`config.mk`:
```
export PLATFORM = sky130hd
export DESIGN_NAME = dma_hs_seq
export DESIGN_NICKNAME = d
export VERILOG_FILES = /design/src/rtl/dma_hs_pkg.sv /design/src/rtl/dma_hs_pick.sv /design/src/rtl/dma_hs_ack_table.sv /design/src/rtl/dma_hs_bytecnt.sv /design/src/rtl/dma_hs_seq.sv
export SDC_FILE = /design/constraint.sdc
export NUM_CORES = 1
export LEC_CHECK = 0
export BUFFER_PORTS_ARGS = -buffer_cell sky130_fd_sc_hd__clkbuf_2
export CORE_AREA = 4 4 329 331
export DETAILED_ROUTE_END_ITERATION = 10
export DIE_AREA = 0 0 333 335
export SLEW_MARGIN = 20
export SYNTH_ARGS = -nofsm -noshare
export SYNTH_HDL_FRONTEND = slang
export SYNTH_SLANG_ARGS = --single-unit
```
`constraint.sdc`:
```
create_clock -name clk_i -period 3.5 [get_ports clk_i]
set_clock_uncertainty 0.15 [all_clocks]
set_input_delay 0 -clock clk_i [delete_from_list [all_inputs] [get_ports clk_i]]
set_output_delay 0 -clock clk_i [all_outputs]
set_load 0.005 [all_outputs]
```
`src/rtl/dma_hs_pkg.sv`:
```
package dma_hs_pkg;
  typedef enum logic [2:0] {
    HS_IDLE,
    HS_ARM,
    HS_START,
    HS_WAIT,
    HS_ACK
  } hs_state_e;
endpackage

```
`src/rtl/dma_hs_pick.sv`:
```
module dma_hs_pick #(
  parameter int N  = 11,
  parameter int IW = (N > 1) ? $clog2(N) : 1
) (
  input  logic [N-1:0]  req_i,
  output logic          vld_o,
  output logic [IW-1:0] idx_o
);
  // downward scan: last hit is the lowest index
  always_comb begin
    idx_o = '0;
    for (int i = N - 1; i >= 0; i--) begin
      if (req_i[i]) idx_o = IW'(i);
    end
  end
  assign vld_o = |req_i;
endmodule

```
`src/rtl/dma_hs_ack_table.sv`:
```
module dma_hs_ack_table #(
  parameter int N  = 11,
  parameter int AW = 32,
  parameter int DW = 32,
  parameter int IW = (N > 1) ? $clog2(N) : 1
) (
  input  logic [N*AW-1:0] addr_tbl_i,
  input  logic [N*DW-1:0] val_tbl_i,
  input  logic [N-1:0]    bus_i,
  input  logic [N-1:0]    en_i,
  input  logic [IW-1:0]   sel_i,
  output logic            en_o,
  output logic            bus_o,
  output logic [AW-1:0]   addr_o,
  output logic [DW-1:0]   data_o
);
  logic [AW-1:0] addr_a [N];
  logic [DW-1:0] val_a  [N];

  for (genvar g = 0; g < N; g++) begin : g_unpack
    assign addr_a[g] = addr_tbl_i[g*AW +: AW];
    assign val_a[g]  = val_tbl_i[g*DW +: DW];
  end

  always_comb begin
    en_o   = 1'b0;
    bus_o  = 1'b0;
    addr_o = '0;
    data_o = '0;
    for (int i = 0; i < N; i++) begin
      if (sel_i == IW'(i)) begin
        en_o   = en_i[i];
        bus_o  = bus_i[i];
        addr_o = addr_a[i];
        data_o = val_a[i];
      end
    end
  end
endmodule

```
`src/rtl/dma_hs_bytecnt.sv`:
```
module dma_hs_bytecnt #(
  parameter int CW = 16
) (
  input  logic          clk_i,
  input  logic          rst_ni,
  input  logic          load_i,
  input  logic [CW-1:0] total_i,
  input  logic          step_i,
  input  logic [CW-1:0] chunk_i,
  output logic          last_o,
  output logic          zero_o
);
  logic [CW-1:0] rem_q;

  assign last_o = (rem_q <= chunk_i);
  assign zero_o = (rem_q == '0);

  always_ff @(posedge clk_i or negedge rst_ni) begin
    if (!rst_ni)     rem_q <= '0;
    else if (load_i) rem_q <= total_i;
    else if (step_i) rem_q <= last_o ? '0 : rem_q - chunk_i;
  end
endmodule

```
`src/rtl/dma_hs_seq.sv`:
```
module dma_hs_seq
  import dma_hs_pkg::*;
#(
  parameter int NSRC = 11,
  parameter int AW   = 32,
  parameter int DW   = 32,
  parameter int CW   = 16
) (
  input  logic              clk_i,
  input  logic              rst_ni,
  input  logic              hs_en_i,
  input  logic              go_i,
  input  logic              abort_i,
  input  logic [CW-1:0]     total_bytes_i,
  input  logic [CW-1:0]     chunk_bytes_i,
  input  logic [NSRC-1:0]   irq_i,
  input  logic [NSRC-1:0]   irq_en_i,
  input  logic [NSRC-1:0]   ack_en_i,
  input  logic [NSRC-1:0]   ack_bus_i,
  input  logic [NSRC*AW-1:0] ack_addr_i,
  input  logic [NSRC*DW-1:0] ack_val_i,
  output logic              chunk_start_o,
  input  logic              chunk_done_i,
  input  logic              chunk_err_i,
  output logic              chunk_irq_o,
  output logic              wr_req_o,
  input  logic              wr_gnt_i,
  output logic [AW-1:0]     wr_addr_o,
  output logic [DW-1:0]     wr_data_o,
  output logic              wr_bus_o,
  output logic              busy_o,
  output logic              done_o
);
  localparam int IW = (NSRC > 1) ? $clog2(NSRC) : 1;

  hs_state_e state_q, state_d;
  logic [IW-1:0] src_q, src_d;
  logic          done_q, done_d;
  logic          pick_vld, ack_en, last, zero, load, step, stop;
  logic [IW-1:0] pick_idx;

  dma_hs_pick #(.N(NSRC), .IW(IW)) i_pick (
    .req_i (irq_i & irq_en_i),
    .vld_o (pick_vld),
    .idx_o (pick_idx)
  );

  dma_hs_ack_table #(.N(NSRC), .AW(AW), .DW(DW), .IW(IW)) i_tbl (
    .addr_tbl_i (ack_addr_i),
    .val_tbl_i  (ack_val_i),
    .bus_i      (ack_bus_i),
    .en_i       (ack_en_i),
    .sel_i      (src_q),
    .en_o       (ack_en),
    .bus_o      (wr_bus_o),
    .addr_o     (wr_addr_o),
    .data_o     (wr_data_o)
  );

  dma_hs_bytecnt #(.CW(CW)) i_cnt (
    .clk_i   (clk_i),
    .rst_ni  (rst_ni),
    .load_i  (load),
    .total_i (total_bytes_i),
    .step_i  (step),
    .chunk_i (chunk_bytes_i),
    .last_o  (last),
    .zero_o  (zero)
  );

  // abort or mode drop wins over every other transition
  assign stop = abort_i | ~hs_en_i;

  always_comb begin
    state_d = state_q;
    src_d   = src_q;
    done_d  = 1'b0;
    load    = 1'b0;
    step    = 1'b0;
    unique case (state_q)
      HS_IDLE: begin
        if (go_i && hs_en_i && !abort_i) begin
          load = 1'b1;
          if (total_bytes_i == '0) done_d = 1'b1;
          else                     state_d = HS_ARM;
        end
      end
      HS_ARM: begin
        if (pick_vld) begin
          src_d   = pick_idx;
          state_d = HS_START;
        end
      end
      HS_START: state_d = HS_WAIT;
      HS_WAIT: begin
        if (chunk_done_i) begin
          if (chunk_err_i) begin
            state_d = HS_IDLE;
          end else begin
            step = 1'b1;
            if (ack_en) begin
              state_d = HS_ACK;
            end else if (last) begin
              state_d = HS_IDLE;
              done_d  = 1'b1;
            end else begin
              state_d = HS_ARM;
            end
          end
        end
      end
      HS_ACK: begin
        if (wr_gnt_i) begin
          if (zero) begin
            state_d = HS_IDLE;
            done_d  = 1'b1;
          end else begin
            state_d = HS_ARM;
          end
        end
      end
      default: state_d = HS_IDLE;
    endcase
    if (stop && state_q != HS_IDLE) begin
      state_d = HS_IDLE;
      done_d  = 1'b0;
      step    = 1'b0;
    end
  end

  always_ff @(posedge clk_i or negedge rst_ni) begin
    if (!rst_ni) begin
      state_q <= HS_IDLE;
      src_q   <= '0;
      done_q  <= 1'b0;
    end else begin
      state_q <= state_d;
      src_q   <= src_d;
      done_q  <= done_d;
    end
  end

  assign chunk_start_o = (state_q == HS_START);
  assign wr_req_o      = (state_q == HS_ACK);
  assign busy_o        = (state_q != HS_IDLE);
  assign done_o        = done_q;
  assign chunk_irq_o   = chunk_done_i & ~hs_en_i;
endmodule

```
* Word level (Yosys, flattened, before mapping) *
Index checks and enable logic that the tools add are counted.

storage, ports and cells
  register bits after elaboration = 24
  input port bits = 788

operators by class
  $add $sub $neg = 1
  order comparisons = 1
  eq/ne operators = 19
  muxes and demuxes = 85
  bitwise gates (word level) = 4
  reductions and logical operators = 13

operators by type and width
  kind                  count
  $mux W32              22
  $mux W16              3
  $mux W4               11
  $mux W1               39
  $logic_not A16 Y1     2
  $mux W3               8
  $eq A4 B3 Y1 const B  4
  $le A16 B16 Y1        1
  $sub A16 B16 Y16      1
  $pmux W3 S5           1
  $eq A4 B4 Y1 const B  3
  $and A11 B11 Y11      1
  $reduce_or A11 Y1     1
  $ne A3 B3 Y1 const B  3
  $eq A4 B2 Y1 const B  2
  $eq A3 B2 Y1 const B  2
  $reduce_and A5 Y1     1
  $eq A4 B1 Y1 const B  1
  $logic_not A4 Y1      1
  $eq A3 B1 Y1 const B  1
  $eq A3 B3 Y1 const B  1
  $logic_and A1 B1 Y1   3
  $logic_not A3 Y1      1
  $ne A3 B1 Y1 const B  1
  other kinds (9)       9

* Logic depth before layout (Yosys ltp) *
  depth after elaboration = 17
  mapped depth = 11
  depth with buffers taken out = 10

* Hierarchy *
From an unflattened synthesis, not the netlist that was laid out.

unflattened totals
  cells, all modules = 1238
  area total of the unflattened synthesis = 9452.8 um2

by module, submodules not included
  module            instances  cells each  area each (um2)
  dma_hs_ack_table  1          938         7054.3
  dma_hs_bytecnt    1          212         1700.4
  dma_hs_seq        1          69          585.6
  dma_hs_pick       1          19          112.6

* Least setup slack after synthesis *
Ideal clock, no wire load.

  kind = flip-flop to flip-flop
  start point = reg i_cnt.rem_q[0]
  end point = reg done_q, in the netlist done_o
  arrival = 2052 ps
  required time = 3277 ps
  setup slack = 1225 ps
  cell stages (with the launch flop) = 11
  path through = dfrtp_1 inv_1 ha_1 inv_1 fa_1 a211oi_1 o211ai_1 nand3_1 a211oi_2 a211o_1 a21oi_2

between the ends
  longest elaborated chain between the ends = 7

RTL lines
  item                    line                  source
  from (decl)             dma_hs_bytecnt.sv:13  logic [CW-1:0] rem_q;
  from (signal assigned)  dma_hs_bytecnt.sv:20  else if (load_i) rem_q <= total_i;
  from (signal assigned)  dma_hs_bytecnt.sv:21  else if (step_i) rem_q <= last_o ? '0 : rem_q - chunk_i;
  $le A16 B16 Y1          dma_hs_bytecnt.sv:15  assign last_o = (rem_q <= chunk_i);
  $mux W1                 dma_hs_seq.sv:103     end else if (last) begin
  $mux W1                 dma_hs_seq.sv:101     if (ack_en) begin
  $mux W1                 dma_hs_seq.sv:97      if (chunk_err_i) begin
  $mux W1                 dma_hs_seq.sv:96      if (chunk_done_i) begin
  $pmux W1 S3 (*)         dma_hs_seq.sv:80      unique case (state_q)
  $mux W1 (*)             dma_hs_seq.sv:124     if (stop && state_q != HS_IDLE) begin
  via done_d              dma_hs_seq.sv:38      logic done_q, done_d;
  to (signal assigned)    dma_hs_seq.sv:139     done_q <= done_d;
  to (decl)               dma_hs_seq.sv:38

The timed path passes the listed nets; every way through them passes the cells marked *.
A chain may end at the register's enable or synchronous reset.

* Worst setup path in the final report *
  start point = reg src_q[2]
  end point = out wr_data_o[15]

between the ends
  longest elaborated chain between the ends = 12

RTL lines
  item                    line                    source
  from (decl)             dma_hs_seq.sv:37        logic [IW-1:0] src_q, src_d;
  from (signal assigned)  dma_hs_seq.sv:138       src_q <= src_d;
  $logic_not A4 Y1        dma_hs_ack_table.sv:31  if (sel_i == IW'(i)) begin
  $mux W32 (10 in a row)  dma_hs_ack_table.sv:31
  $mux W32 (*)            dma_hs_ack_table.sv:31
  to (decl)               dma_hs_seq.sv:29        output logic [DW-1:0] wr_data_o,

Mark *: on every way between the ends. The rest lies on a longest branch, timed or not.

==> qor.log <==
qor: global_routing.grt.overflow.total 0
qor: die.initial_core_util 7.24%
qor: die.placeable_area 105000 sq um
qor: setup_path.length_in_cells_of_the_worst_reg_to_reg_path 9
qor: status.status completed
qor: pwr.peakVddDrop 0.403 mV
qor: sta.finalMaxSlewViolations 0
qor: pwr.power.density 785 nW/um^2
qor: sta.timing_worst_slew_pin_value 0.808 ns
qor: synthesis.yosys_warnings 0
qor: clock_network.cts-root-buf clkbuf_16
qor: global_routing.first_global_vias 13600
qor: setup_path.setup.worst_path.end_class primary output
qor: synthesis.synth_ff_type dfrtp_1
qor: sta.layout_worst_path_cycle_share 96.1%
qor: global_routing.first_pass_grt_wire_length 125000 microns
qor: global_routing.largest_net_degree_at_the_start_of_global_routing 59
qor: route.post-route-drc-count 0
qor: layout.finish.net_count 2686
qor: synthesis.syn-instance-count 1045
qor: route.drtIter0Drc 1025
qor: sta.unrepaired_setup_endpoints_after_global_routing no
qor: setup_path.crit_arrival 3.21 ns
qor: clock_network.clock_sinks 24
qor: synthesis.synth_area_per_cell 7.28 sq um
qor: route.detail_route.wirelength 98400 microns
qor: synthesis.netlist_area 7610 sq um
qor: min_path.hp-class input pin to flop
qor: placed_design.gp_routability_congestion 0.971
qor: die.die-height 335 microns
qor: layout.layout-drive-gt1-share 53.8%
qor: synthesis.netlist_top_cells_area a22oi_1 17%, dfrtp_1 7.9%, mux2_2 6.2%
qor: clock_network.cts-root-to-sink-buffers 2
qor: route.first_drt_pass_iteration_count 6
qor: sta.timing.fmax 297 MHz
qor: clock_network.cts_tree yes
qor: synthesis.syn_nets 1850
qor: layout.areaGrowthSynthToFinish 86.9%
qor: clock_network.clk_transition_reported_paths 0.07 ns
qor: synthesis.synth.lib_cells_used.distinct 73
qor: layout.leading_cell_type_in_the_layout_fill_and_taps_excluded clkbuf_2
qor: die.floorplan.rows 119
qor: sta.final-hold-violation-count 0
qor: placed_design.buffer_ports.inserted 857
qor: route.vias_per_cell 4.15
qor: die.die_span_x 333 microns
qor: route.drtAntennaViolNets 0
qor: die.top_level_ports 858
qor: setup_path.critPathMaxFanout 58
qor: sta.setup-tns-final 0 ns
qor: setup_path.start_kind flop
qor: sta.timing.final.setup_violations 0
qor: run.timing.max_cap.violations 0
qor: clock_network.cts-buffers-inserted 3
qor: sta.timing.slew.headroom 45.6%
qor: synthesis.synth_top_area_cell a22oi_1
qor: min_path.worst_hold_stages 4
qor: setup_path.critical_path_required 3.35 ns
qor: global_routing.grtUsageTotal 16.3%
qor: synthesis.yosys.area.top_type_share 17.0%
qor: route.route.vias.total 13700
qor: synthesis.synth_seq_area_share 7.90%
qor: synthesis.ys_seq_elements 24
qor: setup_path.path_class flop to primary output
qor: route.drt-wirelength-per-cell 29.9 microns
qor: synthesis.synth_edf_count 0
qor: sta.min_period 3.36 ns
qor: pwr.leakagePower 6.44 nW
qor: clock_network.worstSkewPairLatency 0.26 ns
qor: global_routing.grt_antenna_before_repair 56
qor: placed_design.dp.final_hpwl 86700 microns
qor: layout.layout.cells.most_common_list 853 x clkbuf_2, 172 x a22oi_1, 89 x a21oi_1
qor: synthesis.async_flop_share 100%
qor: die.die_area 112000 sq um
qor: sta.hold-worst-slack 0.00194 ns
qor: clock_network.htreeDepth 1
## sequential cells by signal (all words and copies together) (netlist names)
signal,flops
i_cnt.rem_q,16
done_o,1
src_q,4
state_q,3
## report_power, final
part	leakage, nW	internal, W	switching [W]	total (W)
clock network	0.0383	0.000156	0.000108	0.000264
logic	6.10	0.00381	0.00646	0.0103
registers	0.301	0.000412	0.000221	0.000633
total	6.44	0.00437	0.00679	0.0112
## final cells by class
| class | count | area, sq um |
|---|---|---|
| inverters | 26 | 97.6 |
| flip-flops and latches | 24 | 613 |
| multi-input cells | 885 | 6420 |
| clock buffers | 4 | 78.8 |
| well taps | 1391 | 1740 |
| repair buffers | 941 | 5220 |
| fillers | 12200 | 90900 |
| diodes | 19 | 47.5 |
## metrics by stage
stage | cell area, sq um | std cells | util [%] | total power, W | setup WS [ns]
3_3_place_gp | 13800 | 3242 | 13.1 | 0.0109 | -0.0360
4_1_cts | 14100 | 3270 | 13.5 | 0.0113 | 0.0490
5_1_grt | 14200 | 3282 | 13.5 | 0.0119 | 0.0191
3_5_place_dp | 13800 | 3242 | 13.1 | 0.0109 | -0.00242
2_1_floorplan | 7610 | 1045 | - | 0.00538 | 1.23
6_report | 14200 | 3290 | 13.5 | 0.0112 | 0.138
## per-layer routing
layer  share of wire (%)  vias up  track usage [%]
met5                0.23        -                0
met4                 3.3       38             4.30
met3                 9.5      143             4.51
met2                  47      913             27.5
met1                  40     6576             20.4
li1                    -     5995                -
## worst paths after layout
check | end | startpoint | slack [ns]
worst max-delay path | wr_data_o[15] | src_q[2] | 0.14
worst min-delay path | src_q[2] | irq_en_i[2] | 0.002
worst max register to register | done_o | src_q[2] | 0.23
worst min register to register | state_q[1] | state_q[2] | 0.41
max in group asynchronous | src_q[2] | rst_ni | 2.51
min in group asynchronous | src_q[0] | rst_ni | 0.17
## worst max-delay path, cell delays in order, from the launching register on
cell	delay (ns)
dfrtp_4	0.47
buf_12	0.30
nand2b_1	0.38
nor2_4	0.37
buf_12	0.25
nand2_1	0.15
and3_1	0.20
a22oi_1	0.45
clkbuf_2	0.21
## synthesized netlist by cell type, types with 5 or more instances
cell / instances
a211oi_1: 10
a21oi_1: 89
a221o_1: 5
a222oi_1: 11
a22o_1: 17
a22oi_1: 172
a2bb2oi_1: 5
a31oi_1: 52
and3_1: 8
buf_1: 7
buf_2: 53
buf_4: 13
buf_6: 6
clkbuf_1: 31
dfrtp_1: 24
ha_1: 16
inv_1: 26
mux2_2: 42
mux2i_1: 23
mux4_2: 7
nand2_1: 32
nand2b_1: 12
nand3_1: 16
nand4_1: 7
nor2_1: 45
nor2b_1: 24
nor3_1: 9
nor4_1: 10
o21a_1: 14
o21ai_0: 71
o21ai_1: 13
o221ai_1: 50
o22ai_1: 44
xnor2_1: 5
xor2_1: 6
## cell families (layout without fill, tap and decap cells)
kind of cell	after synthesis	after routing	synth area share, %
other	0	19	0
DFF	24	24	7.90
xor gates and xnor gates	11	11	1.27
and+or+nand+nor	194	194	13.7
buffers and inverters	136	971	8.82
AOI/OAI and AO/OA	591	591	54.1
muxes	72	72	11.3
adders and majority gates	17	17	2.90
## what timing repair did
action,CTS,global route
setup buffers,0,1
pin swaps,0,0
hold endpoints to repair,44,0
gates resized for setup,4,1
endpoints found under the setup margin,4,2
hold buffers,24,0
Note: power is estimated with default switching activity, not from simulation.
